**config.mk**
```make
export PLATFORM = sky130hd
export DESIGN_NAME = grp_irq_prio
export DESIGN_NICKNAME = d
export VERILOG_FILES = /design/src/rtl/grp_irq_prio_pkg.sv /design/src/rtl/ipc_regs.sv /design/src/rtl/ipc_flags.sv /design/src/rtl/ipc_insvc.sv /design/src/rtl/ipc_arbiter.sv /design/src/rtl/grp_irq_prio.sv
export SDC_FILE = /design/constraint.sdc
export NUM_CORES = 1
export LEC_CHECK = 0
export BUFFER_PORTS_ARGS = -buffer_cell sky130_fd_sc_hd__buf_2
export CORE_UTILIZATION = 50
export CTS_BUF_LIST = sky130_fd_sc_hd__clkbuf_4 sky130_fd_sc_hd__clkbuf_8
export DETAILED_ROUTE_END_ITERATION = 7
export PLACE_DENSITY = 0.74
export REMOVE_ABC_BUFFERS = 1
export SYNTH_ARGS = -nofsm -noshare
export SYNTH_HDL_FRONTEND = slang
export SYNTH_SLANG_ARGS = --single-unit
```
**constraint.sdc**
```tcl
create_clock -name clk_i -period 12.2 [get_ports clk_i]
set_input_delay 0 -clock clk_i [delete_from_list [all_inputs] [get_ports clk_i]]
set_output_delay 0 -clock clk_i [all_outputs]
set_load 0.03 [all_outputs]
```
**src/rtl/grp_irq_prio_pkg.sv**
```systemverilog
package grp_irq_prio_pkg;
   localparam int ADDR_W       = 2;
   localparam logic [ADDR_W-1:0] A_EN_LO   = 2'd0;
   localparam logic [ADDR_W-1:0] A_EN_HI   = 2'd1;
   localparam logic [ADDR_W-1:0] A_PRIO_LO = 2'd2;
   localparam logic [ADDR_W-1:0] A_PRIO_HI = 2'd3;
   localparam int SUB_EN_BIT   = 3;
   localparam int SUB_FLAG_BIT = 4;
   localparam int LVL_W        = 2;
   typedef logic [LVL_W-1:0] lvl_t;

   function automatic int grp_of(input int src);
      return src / 2;
   endfunction
endpackage

```
**src/rtl/ipc_regs.sv**
```systemverilog
module ipc_regs
   import grp_irq_prio_pkg::*;
#(
   parameter int N_SRC  = 11,
   parameter int N_GRP  = 6,
   parameter int DATA_W = 8
) (
   input  logic              clk_i,
   input  logic              rst_ni,
   input  logic              wr_en_i,
   input  logic [ADDR_W-1:0] wr_addr_i,
   input  logic [DATA_W-1:0] wr_data_i,
   input  logic [ADDR_W-1:0] rd_addr_i,
   output logic [DATA_W-1:0] rd_data_o,
   input  logic              sub_set_i,
   output logic [N_SRC-1:0]  src_en_o,
   output logic              glob_en_o,
   output logic              sub_en_o,
   output logic              sub_flag_o,
   output logic [N_GRP-1:0]  prio_lo_o,
   output logic [N_GRP-1:0]  prio_hi_o
);
   localparam int HI_EN_W = N_SRC - DATA_W;
   localparam int SPARE_BIT = N_GRP;

   if (HI_EN_W < 1 || HI_EN_W > SUB_EN_BIT) begin : g_bad_en
      $error("ipc_regs: upper enable field must hold 1..3 sources");
   end
   if (SPARE_BIT >= DATA_W - 1) begin : g_bad_grp
      $error("ipc_regs: priority fields do not fit the data width");
   end

   logic [DATA_W-1:0]  en_lo_q;
   logic [HI_EN_W-1:0] en_hi_q;
   logic               gen_q, sub_en_q, sub_flag_q, spare_q;
   logic [N_GRP-1:0]   plo_q, phi_q;

   logic wr_lo, wr_hi, wr_plo, wr_phi, sub_clr;
   assign wr_lo   = wr_en_i && (wr_addr_i == A_EN_LO);
   assign wr_hi   = wr_en_i && (wr_addr_i == A_EN_HI);
   assign wr_plo  = wr_en_i && (wr_addr_i == A_PRIO_LO);
   assign wr_phi  = wr_en_i && (wr_addr_i == A_PRIO_HI);
   assign sub_clr = wr_hi && !wr_data_i[SUB_FLAG_BIT];

   always_ff @(posedge clk_i or negedge rst_ni) begin
      if (!rst_ni) begin
         en_lo_q    <= '0;
         en_hi_q    <= '0;
         gen_q      <= 1'b0;
         sub_en_q   <= 1'b0;
         sub_flag_q <= 1'b0;
         spare_q    <= 1'b0;
         plo_q      <= '0;
         phi_q      <= '0;
      end else begin
         if (wr_lo) en_lo_q <= wr_data_i;
         if (wr_hi) begin
            en_hi_q  <= wr_data_i[HI_EN_W-1:0];
            sub_en_q <= wr_data_i[SUB_EN_BIT];
            gen_q    <= wr_data_i[DATA_W-1];
         end
         if (wr_plo) begin
            plo_q   <= wr_data_i[N_GRP-1:0];
            spare_q <= wr_data_i[SPARE_BIT];
         end
         if (wr_phi) phi_q <= wr_data_i[N_GRP-1:0];
         // hardware set wins over a software clear in the same cycle
         sub_flag_q <= sub_set_i | (sub_flag_q & ~sub_clr);
      end
   end

   always_comb begin
      rd_data_o = '0;
      unique case (rd_addr_i)
         A_EN_LO: rd_data_o = en_lo_q;
         A_EN_HI: begin
            rd_data_o[HI_EN_W-1:0]  = en_hi_q;
            rd_data_o[SUB_EN_BIT]   = sub_en_q;
            rd_data_o[SUB_FLAG_BIT] = sub_flag_q;
            rd_data_o[DATA_W-1]     = gen_q;
         end
         A_PRIO_LO: begin
            rd_data_o[N_GRP-1:0] = plo_q;
            rd_data_o[SPARE_BIT] = spare_q;
         end
         default: rd_data_o[N_GRP-1:0] = phi_q;
      endcase
   end

   assign src_en_o   = {en_hi_q, en_lo_q};
   assign glob_en_o  = gen_q;
   assign sub_en_o   = sub_en_q;
   assign sub_flag_o = sub_flag_q;
   assign prio_lo_o  = plo_q;
   assign prio_hi_o  = phi_q;

   AST_SUBFLAG_STICKY: assert property (@(posedge clk_i) disable iff (!rst_ni)
      sub_flag_q && !sub_clr |=> sub_flag_q);
   AST_SUBFLAG_NOSET: assert property (@(posedge clk_i) disable iff (!rst_ni)
      !sub_flag_q && !sub_set_i |=> !sub_flag_q);
endmodule

```
**src/rtl/ipc_flags.sv**
```systemverilog
module ipc_flags #(
   parameter int N_SRC = 11
) (
   input  logic             clk_i,
   input  logic             rst_ni,
   input  logic [N_SRC-1:0] set_i,
   input  logic [N_SRC-1:0] clr_i,
   output logic [N_SRC-1:0] flag_o
);
   for (genvar s = 0; s < N_SRC; s++) begin : g_flag
      logic q;
      always_ff @(posedge clk_i or negedge rst_ni) begin
         if (!rst_ni) q <= 1'b0;
         else         q <= set_i[s] | (q & ~clr_i[s]);
      end
      assign flag_o[s] = q;
   end

   AST_SET_WINS: assert property (@(posedge clk_i) disable iff (!rst_ni)
      |set_i |=> ((flag_o & $past(set_i)) == $past(set_i)));
endmodule

```
**src/rtl/ipc_insvc.sv**
```systemverilog
module ipc_insvc
   import grp_irq_prio_pkg::*;
#(
   parameter int N_LVL = 4
) (
   input  logic             clk_i,
   input  logic             rst_ni,
   input  logic             push_i,
   input  lvl_t             lvl_i,
   input  logic             pop_i,
   output logic [N_LVL-1:0] mask_o,
   output logic             busy_o,
   output lvl_t             top_o
);
   logic [N_LVL-1:0] mask_q, pop_bit, push_bit;
   lvl_t             top;

   always_comb begin
      top = '0;
      for (int j = 0; j < N_LVL; j++) begin
         if (mask_q[j]) top = lvl_t'(j);
      end
   end

   assign pop_bit  = (pop_i && |mask_q) ? (N_LVL'(1) << top) : '0;
   assign push_bit = push_i ? (N_LVL'(1) << lvl_i) : '0;

   always_ff @(posedge clk_i or negedge rst_ni) begin
      if (!rst_ni) mask_q <= '0;
      else         mask_q <= (mask_q & ~pop_bit) | push_bit;
   end

   assign mask_o = mask_q;
   assign busy_o = |mask_q;
   assign top_o  = top;

   AST_RETI_POPS_ONE: assert property (@(posedge clk_i) disable iff (!rst_ni)
      pop_i && !push_i && (mask_q != '0)
      |=> $countones(mask_q) == $countones($past(mask_q)) - 1);
   AST_RETI_KEEPS_LOWER: assert property (@(posedge clk_i) disable iff (!rst_ni)
      pop_i && !push_i |=> (mask_q | ($past(mask_q) & ~mask_q)) == $past(mask_q));
endmodule

```
**src/rtl/ipc_arbiter.sv**
```systemverilog
module ipc_arbiter
   import grp_irq_prio_pkg::*;
#(
   parameter int N_SRC = 11,
   parameter int N_GRP = 6,
   parameter int VEC_W = 4
) (
   input  logic                  clk_i,
   input  logic                  rst_ni,
   input  logic [N_SRC-1:0]      pend_i,
   input  logic [N_GRP-1:0][1:0] grp_lvl_i,
   input  logic                  busy_i,
   input  lvl_t                  top_i,
   input  logic                  ack_i,
   output logic                  valid_o,
   output logic [VEC_W-1:0]      vec_o,
   output lvl_t                  lvl_o
);
   logic             found;
   lvl_t             best_lvl;
   logic [VEC_W-1:0] best_idx;
   logic             cand_ok;

   // scan in polling order; strict compare keeps the earlier source on a tie
   always_comb begin
      found    = 1'b0;
      best_lvl = '0;
      best_idx = '0;
      for (int s = 0; s < N_SRC; s++) begin
         if (pend_i[s] && (!found || grp_lvl_i[grp_of(s)] > best_lvl)) begin
            found    = 1'b1;
            best_lvl = grp_lvl_i[grp_of(s)];
            best_idx = VEC_W'(s);
         end
      end
   end

   assign cand_ok = found && (!busy_i || best_lvl > top_i);

   logic             valid_q;
   logic [VEC_W-1:0] vec_q;
   lvl_t             lvl_q;

   always_ff @(posedge clk_i or negedge rst_ni) begin
      if (!rst_ni) begin
         valid_q <= 1'b0;
         vec_q   <= '0;
         lvl_q   <= '0;
      end else if (valid_q) begin
         if (ack_i) valid_q <= 1'b0;
      end else begin
         valid_q <= cand_ok;
         vec_q   <= best_idx;
         lvl_q   <= best_lvl;
      end
   end

   assign valid_o = valid_q;
   assign vec_o   = vec_q;
   assign lvl_o   = lvl_q;

   AST_HOLD_STABLE: assert property (@(posedge clk_i) disable iff (!rst_ni)
      valid_q && !ack_i |=> valid_q && $stable(vec_q));
   AST_ACK_DROPS: assert property (@(posedge clk_i) disable iff (!rst_ni)
      valid_q && ack_i |=> !valid_q);
   AST_VEC_RANGE: assert property (@(posedge clk_i) disable iff (!rst_ni)
      valid_q |-> vec_q < VEC_W'(N_SRC));
endmodule

```
**src/rtl/grp_irq_prio.sv**
```systemverilog
module grp_irq_prio
   import grp_irq_prio_pkg::*;
#(
   parameter int N_SRC  = 11,
   parameter int N_GRP  = 6,
   parameter int N_LVL  = 4,
   parameter int DATA_W = 8,
   parameter int VEC_W  = 4
) (
   input  logic              clk_i,
   input  logic              rst_ni,
   input  logic [N_SRC-1:0]  irq_i,
   input  logic              sub_irq_i,
   input  logic              ack_i,
   input  logic              reti_i,
   input  logic              wr_en_i,
   input  logic [ADDR_W-1:0] wr_addr_i,
   input  logic [DATA_W-1:0] wr_data_i,
   input  logic [ADDR_W-1:0] rd_addr_i,
   output logic [DATA_W-1:0] rd_data_o,
   output logic              irq_valid_o,
   output logic [VEC_W-1:0]  irq_vec_o
);
   localparam int LAST = N_SRC - 1;

   if (N_LVL != (1 << LVL_W)) begin : g_bad_lvl
      $error("grp_irq_prio: two priority bits give exactly four levels");
   end
   if (N_SRC > 2 * N_GRP || N_SRC <= 2 * (N_GRP - 1)) begin : g_bad_pair
      $error("grp_irq_prio: sources must fill the groups two by two");
   end
   if ((1 << VEC_W) < N_SRC) begin : g_bad_vec
      $error("grp_irq_prio: vector index too narrow");
   end

   logic [N_SRC-1:0]      src_en, flag, clr, pend;
   logic                  glob_en, sub_en, sub_flag;
   logic [N_GRP-1:0]      plo, phi;
   logic [N_GRP-1:0][1:0] grp_lvl;
   logic [N_LVL-1:0]      insvc;
   logic                  busy, ack_take;
   lvl_t                  top_lvl, cur_lvl;

   ipc_regs #(.N_SRC(N_SRC), .N_GRP(N_GRP), .DATA_W(DATA_W)) i_regs (
      .clk_i, .rst_ni, .wr_en_i, .wr_addr_i, .wr_data_i, .rd_addr_i, .rd_data_o,
      .sub_set_i (sub_irq_i),
      .src_en_o  (src_en),
      .glob_en_o (glob_en),
      .sub_en_o  (sub_en),
      .sub_flag_o(sub_flag),
      .prio_lo_o (plo),
      .prio_hi_o (phi)
   );

   ipc_flags #(.N_SRC(N_SRC)) i_flags (
      .clk_i, .rst_ni,
      .set_i (irq_i),
      .clr_i (clr),
      .flag_o(flag)
   );

   assign ack_take = ack_i && irq_valid_o;

   for (genvar g = 0; g < N_GRP; g++) begin : g_lvl
      assign grp_lvl[g] = {phi[g], plo[g]};
   end

   for (genvar s = 0; s < N_SRC; s++) begin : g_src
      assign clr[s] = ack_take && (irq_vec_o == VEC_W'(s));
      if (s == LAST) begin : g_nested
         assign pend[s] = (flag[s] | (sub_flag & sub_en)) & src_en[s] & glob_en;
      end else begin : g_plain
         assign pend[s] = flag[s] & src_en[s] & glob_en;
      end
   end

   ipc_insvc #(.N_LVL(N_LVL)) i_insvc (
      .clk_i, .rst_ni,
      .push_i(ack_take),
      .lvl_i (cur_lvl),
      .pop_i (reti_i),
      .mask_o(insvc),
      .busy_o(busy),
      .top_o (top_lvl)
   );

   ipc_arbiter #(.N_SRC(N_SRC), .N_GRP(N_GRP), .VEC_W(VEC_W)) i_arb (
      .clk_i, .rst_ni,
      .pend_i   (pend),
      .grp_lvl_i(grp_lvl),
      .busy_i   (busy),
      .top_i    (top_lvl),
      .ack_i    (ack_i),
      .valid_o  (irq_valid_o),
      .vec_o    (irq_vec_o),
      .lvl_o    (cur_lvl)
   );

   AST_NEST_ABOVE: assert property (@(posedge clk_i) disable iff (!rst_ni)
      irq_valid_o && busy |-> cur_lvl > top_lvl);
   AST_STRAY_ACK: assert property (@(posedge clk_i) disable iff (!rst_ni)
      ack_i && !irq_valid_o && !reti_i |=> insvc == $past(insvc));
   AST_ACK_MARKS: assert property (@(posedge clk_i) disable iff (!rst_ni)
      ack_take && !reti_i |=> insvc[$past(cur_lvl)]);
endmodule

```
==> impl_metrics.toml <==
[min_path]
min_path_cells = 3
hp-start = "wr_addr_i[1]"
hold_path_end = "i_regs.en_lo_q[6]"
hold_path.class = "input pin to flop"

[power]
p_per_area_nw_per_um2 = 211.8
vdd_ir_drop_max_mv = 0.1472
p_leak_nw = 1.755

[floorplan]
fp.dieW_um = 80.75
rows = 28
num_io_pins = 42
core_sq_um = 5956
dieArea_sq_um = 6520
initial_core_util = 0.5206
die_h_um = 80.75

[timing]
max_freq_ghz = 0.08394
final.setup_skew_ns = 0.004306
setup_slack_ns = 0.2870
post-route-min-period_ns = 11.91
slew_violations = 0
finalCritPeriodShare = 0.9765
setup-tns-final_ns = 0
hold_viol_final = 0
setup_viol = 0
slew_headroom = 0.2822
whs_ns = 0.2110
worst_slew_pin_slew_ns = 1.077

[worst_setup_path]
r2r-start = "i_flags.g_flag[0].q"
cp_slowest_cell = "dfrtp_1"
rr_worst_depth = 61
cp_max_fo = 5
crit_type = "flop to flop"
r2r_end = "i_arb.valid_o"
cp.arrival_ns = 12.09
max_stage_delay_ns = 0.43
ff2ff_setup_slack_ns = 0.29
startpoint_type = "flop"
end_kind = "flop"
cp.required_ns = 12.38

[placed_design]
routabilityCongestion = 0.9327
placed_cells_incl_taps = 417
hpwl_mm = 5.796
post-place-ws_ns = -0.3007
port-buffer-count = 41

[synthesis]
yosysUniqueCellTypes = 59
syn_area_sq_um = 3100
synth-adder-area-share = 0.05851
syn_inst = 298
ys_seq_area_frac = 0.3955
ys_warn_count = 0
synth_edf_count = 0
synth_top_family_by_area = "compound AO/OA/AOI/OAI gates"
synth_ff_type = "dfrtp_1"
ys_ff_latch = 49
synthArstFlopShare = 1.000
synth_compound_area_frac = 0.1917
synth-simple-area-share = 0.1461
synth_xor_area_frac = 0
yosys-mux-area-fraction = 0.1820
syn_area_per_cell_sq_um = 10.40

[finish]
mostFrequentLayoutCells = "dfrtp_1, buf_2, mux2_2, buf_4, dlygate4sd3_1"
syn_to_final_growth_pct = 30.67
layout-drive-gt1-share = 0.3779
fillers = 455
mostFrequentLayoutCell = "dfrtp_1"
layout.cells.non_filler = 464
utilization = 0.6803
antenna_cells = 0
nets = 429

[routing]
route.detailed.wl_per_inst_um = 18.35
vias_per_cell = 5.942
drc_errors = 0
vias = 2757
dr.first_iter.drc_count = 187
first_pass_iters = 4
antenna_left = 0
wl_mm = 8.516

[clock_tree]
clk_pin_slew_ns = 0.09
cts.sinks = 49
cts_root_buf = "clkbuf_8"
clk_latency_ns = 0.30
htree_num_levels = 2
clk_path_buf_depth = 2
cts_tree = "built"
cts_buffers = 5

[run_status]
status = "finished clean"

[global_route]
antenna_found_initial = 0
globalRouteOverflowTotal = 0
grt_pass1_vias = 2647
grt_max_degree = 50
grtUsageTotal = 0.2692
grt_pass1_wl_mm = 13.06

[run]
max_cap_violations = 0
-- synth_stat cells, drive strengths merged (3+ instances only) --
master / instances / area, sq um
a21oi: 17 / 85.08
a21o: 5 / 37.54
nand2: 21 / 78.83
ha: 12 / 150.1
nand3: 13 / 70.07
mux2i: 5 / 50.05
maj3: 3 / 31.28
and3: 3 / 18.77
o211ai: 3 / 27.52
o31ai: 7 / 66.31
nand2b: 14 / 87.58
nor2: 21 / 78.83
nor3: 4 / 20.02
dfrtp: 49 / 1226
mux4: 5 / 116.4
o21ai: 16 / 83.83
mux2: 34 / 397.9
nand3b: 3 / 22.52
o22ai: 3 / 18.77
a31oi: 3 / 18.77
clkbuf: 6 / 22.52
a22oi: 4 / 57.55
inv: 13 / 48.79
-- cell families after synthesis --
logic type               after synthesis
AO/OA/AOI/OAI                         79
adder cells (fa/ha/maj)               15
buffers and inverters                 21
flip-flops                            49
multiplexers                          44
AND/OR/NAND/NOR                       90
-- per-layer routing --
layer	wire, um	track usage	vias to the layer above
met1	3694	0.3472	1352
met4	191	0.07857	0
met5	0	0	-
met2	4259	0.4602	97
li1	-	-	1291
met3	371	0.05169	17
-- registers in the layout, indices dropped and copies added, names as in the netlist --
| signal | count |
|---|---|
| i_insvc.mask_o | 4 |
| i_arb.lvl_o | 2 |
| i_regs.sub_flag_o | 1 |
| i_regs.en_lo_q | 8 |
| i_flags.g_flag.q | 11 |
| i_regs.sub_en_o | 1 |
| i_regs.en_hi_q | 3 |
| i_regs.spare_q | 1 |
| i_regs.prio_hi_o | 6 |
| i_regs.prio_lo_o | 6 |
| i_regs.glob_en_o | 1 |
| i_arb.vec_o | 4 |
| i_arb.valid_o | 1 |
-- power by group --
part	switching (mW)	internal, mW
Clock	0.0541	0.0667
Combinational	0.240	0.239
Sequential	0.0583	0.199
Total	0.353	0.505
-- critical path: cells and delay by family, from the launching register on --
family	cells	cell delay, ns
adder cells (fa/ha/maj)	12	3.29
flip-flops	1	0.43
buffers and inverters	2	0.20
AO/OA/AOI/OAI	22	3.28
multiplexers	8	2.32
AND/OR/NAND/NOR	17	2.27
-- stage by stage --
step | power [mW] | instance area [sq um]
floorplan | 0.5206 | 3068
global placement | 0.6253 | 3455
detailed placement | 0.6345 | 3455
CTS | 0.7781 | 3862
global route | 0.9132 | 4051
finish | 0.8581 | 4051
-- timing repair --
action	CTS	global route
setup buffers	4	11
setup endpoints to repair	1	7
endpoints found under the hold margin	89	0
gates resized for setup	4	25
pin swaps	4	18
gates cloned	0	0
hold buffers	24	0
-- final cells by class --
class,count,area [sq um],share of cell area
Timing Repair Buffer,91,640.6,0.1581
Sequential cell,49,1227,0.3030
Multi-Input combinational cell,228,1921,0.4741
Clock inverter,2,37.54,0.009265
Inverter,13,48.80,0.01204
Clock buffer,6,82.58,0.02038
Tap cell,75,93.84,0.02316
-- how the worst max path moves through the flow --
stage	start	cells past startpoint	end	slack, ns
global route	i_flags.g_flag[0].q	61	i_arb.valid_o	-0.18
finish	i_flags.g_flag[0].q	61	i_arb.valid_o	0.29
CTS	i_regs.en_lo_q[0]	61	i_arb.valid_o	0.03
global placement	i_regs.en_lo_q[0]	61	i_arb.valid_o	0.04
detailed placement	i_regs.en_lo_q[0]	60	i_arb.valid_o	-0.30
floorplan	i_regs.en_lo_q[0]	59	i_arb.valid_o	0.31
No activity file was read; power rests on OpenSTA's default activity.
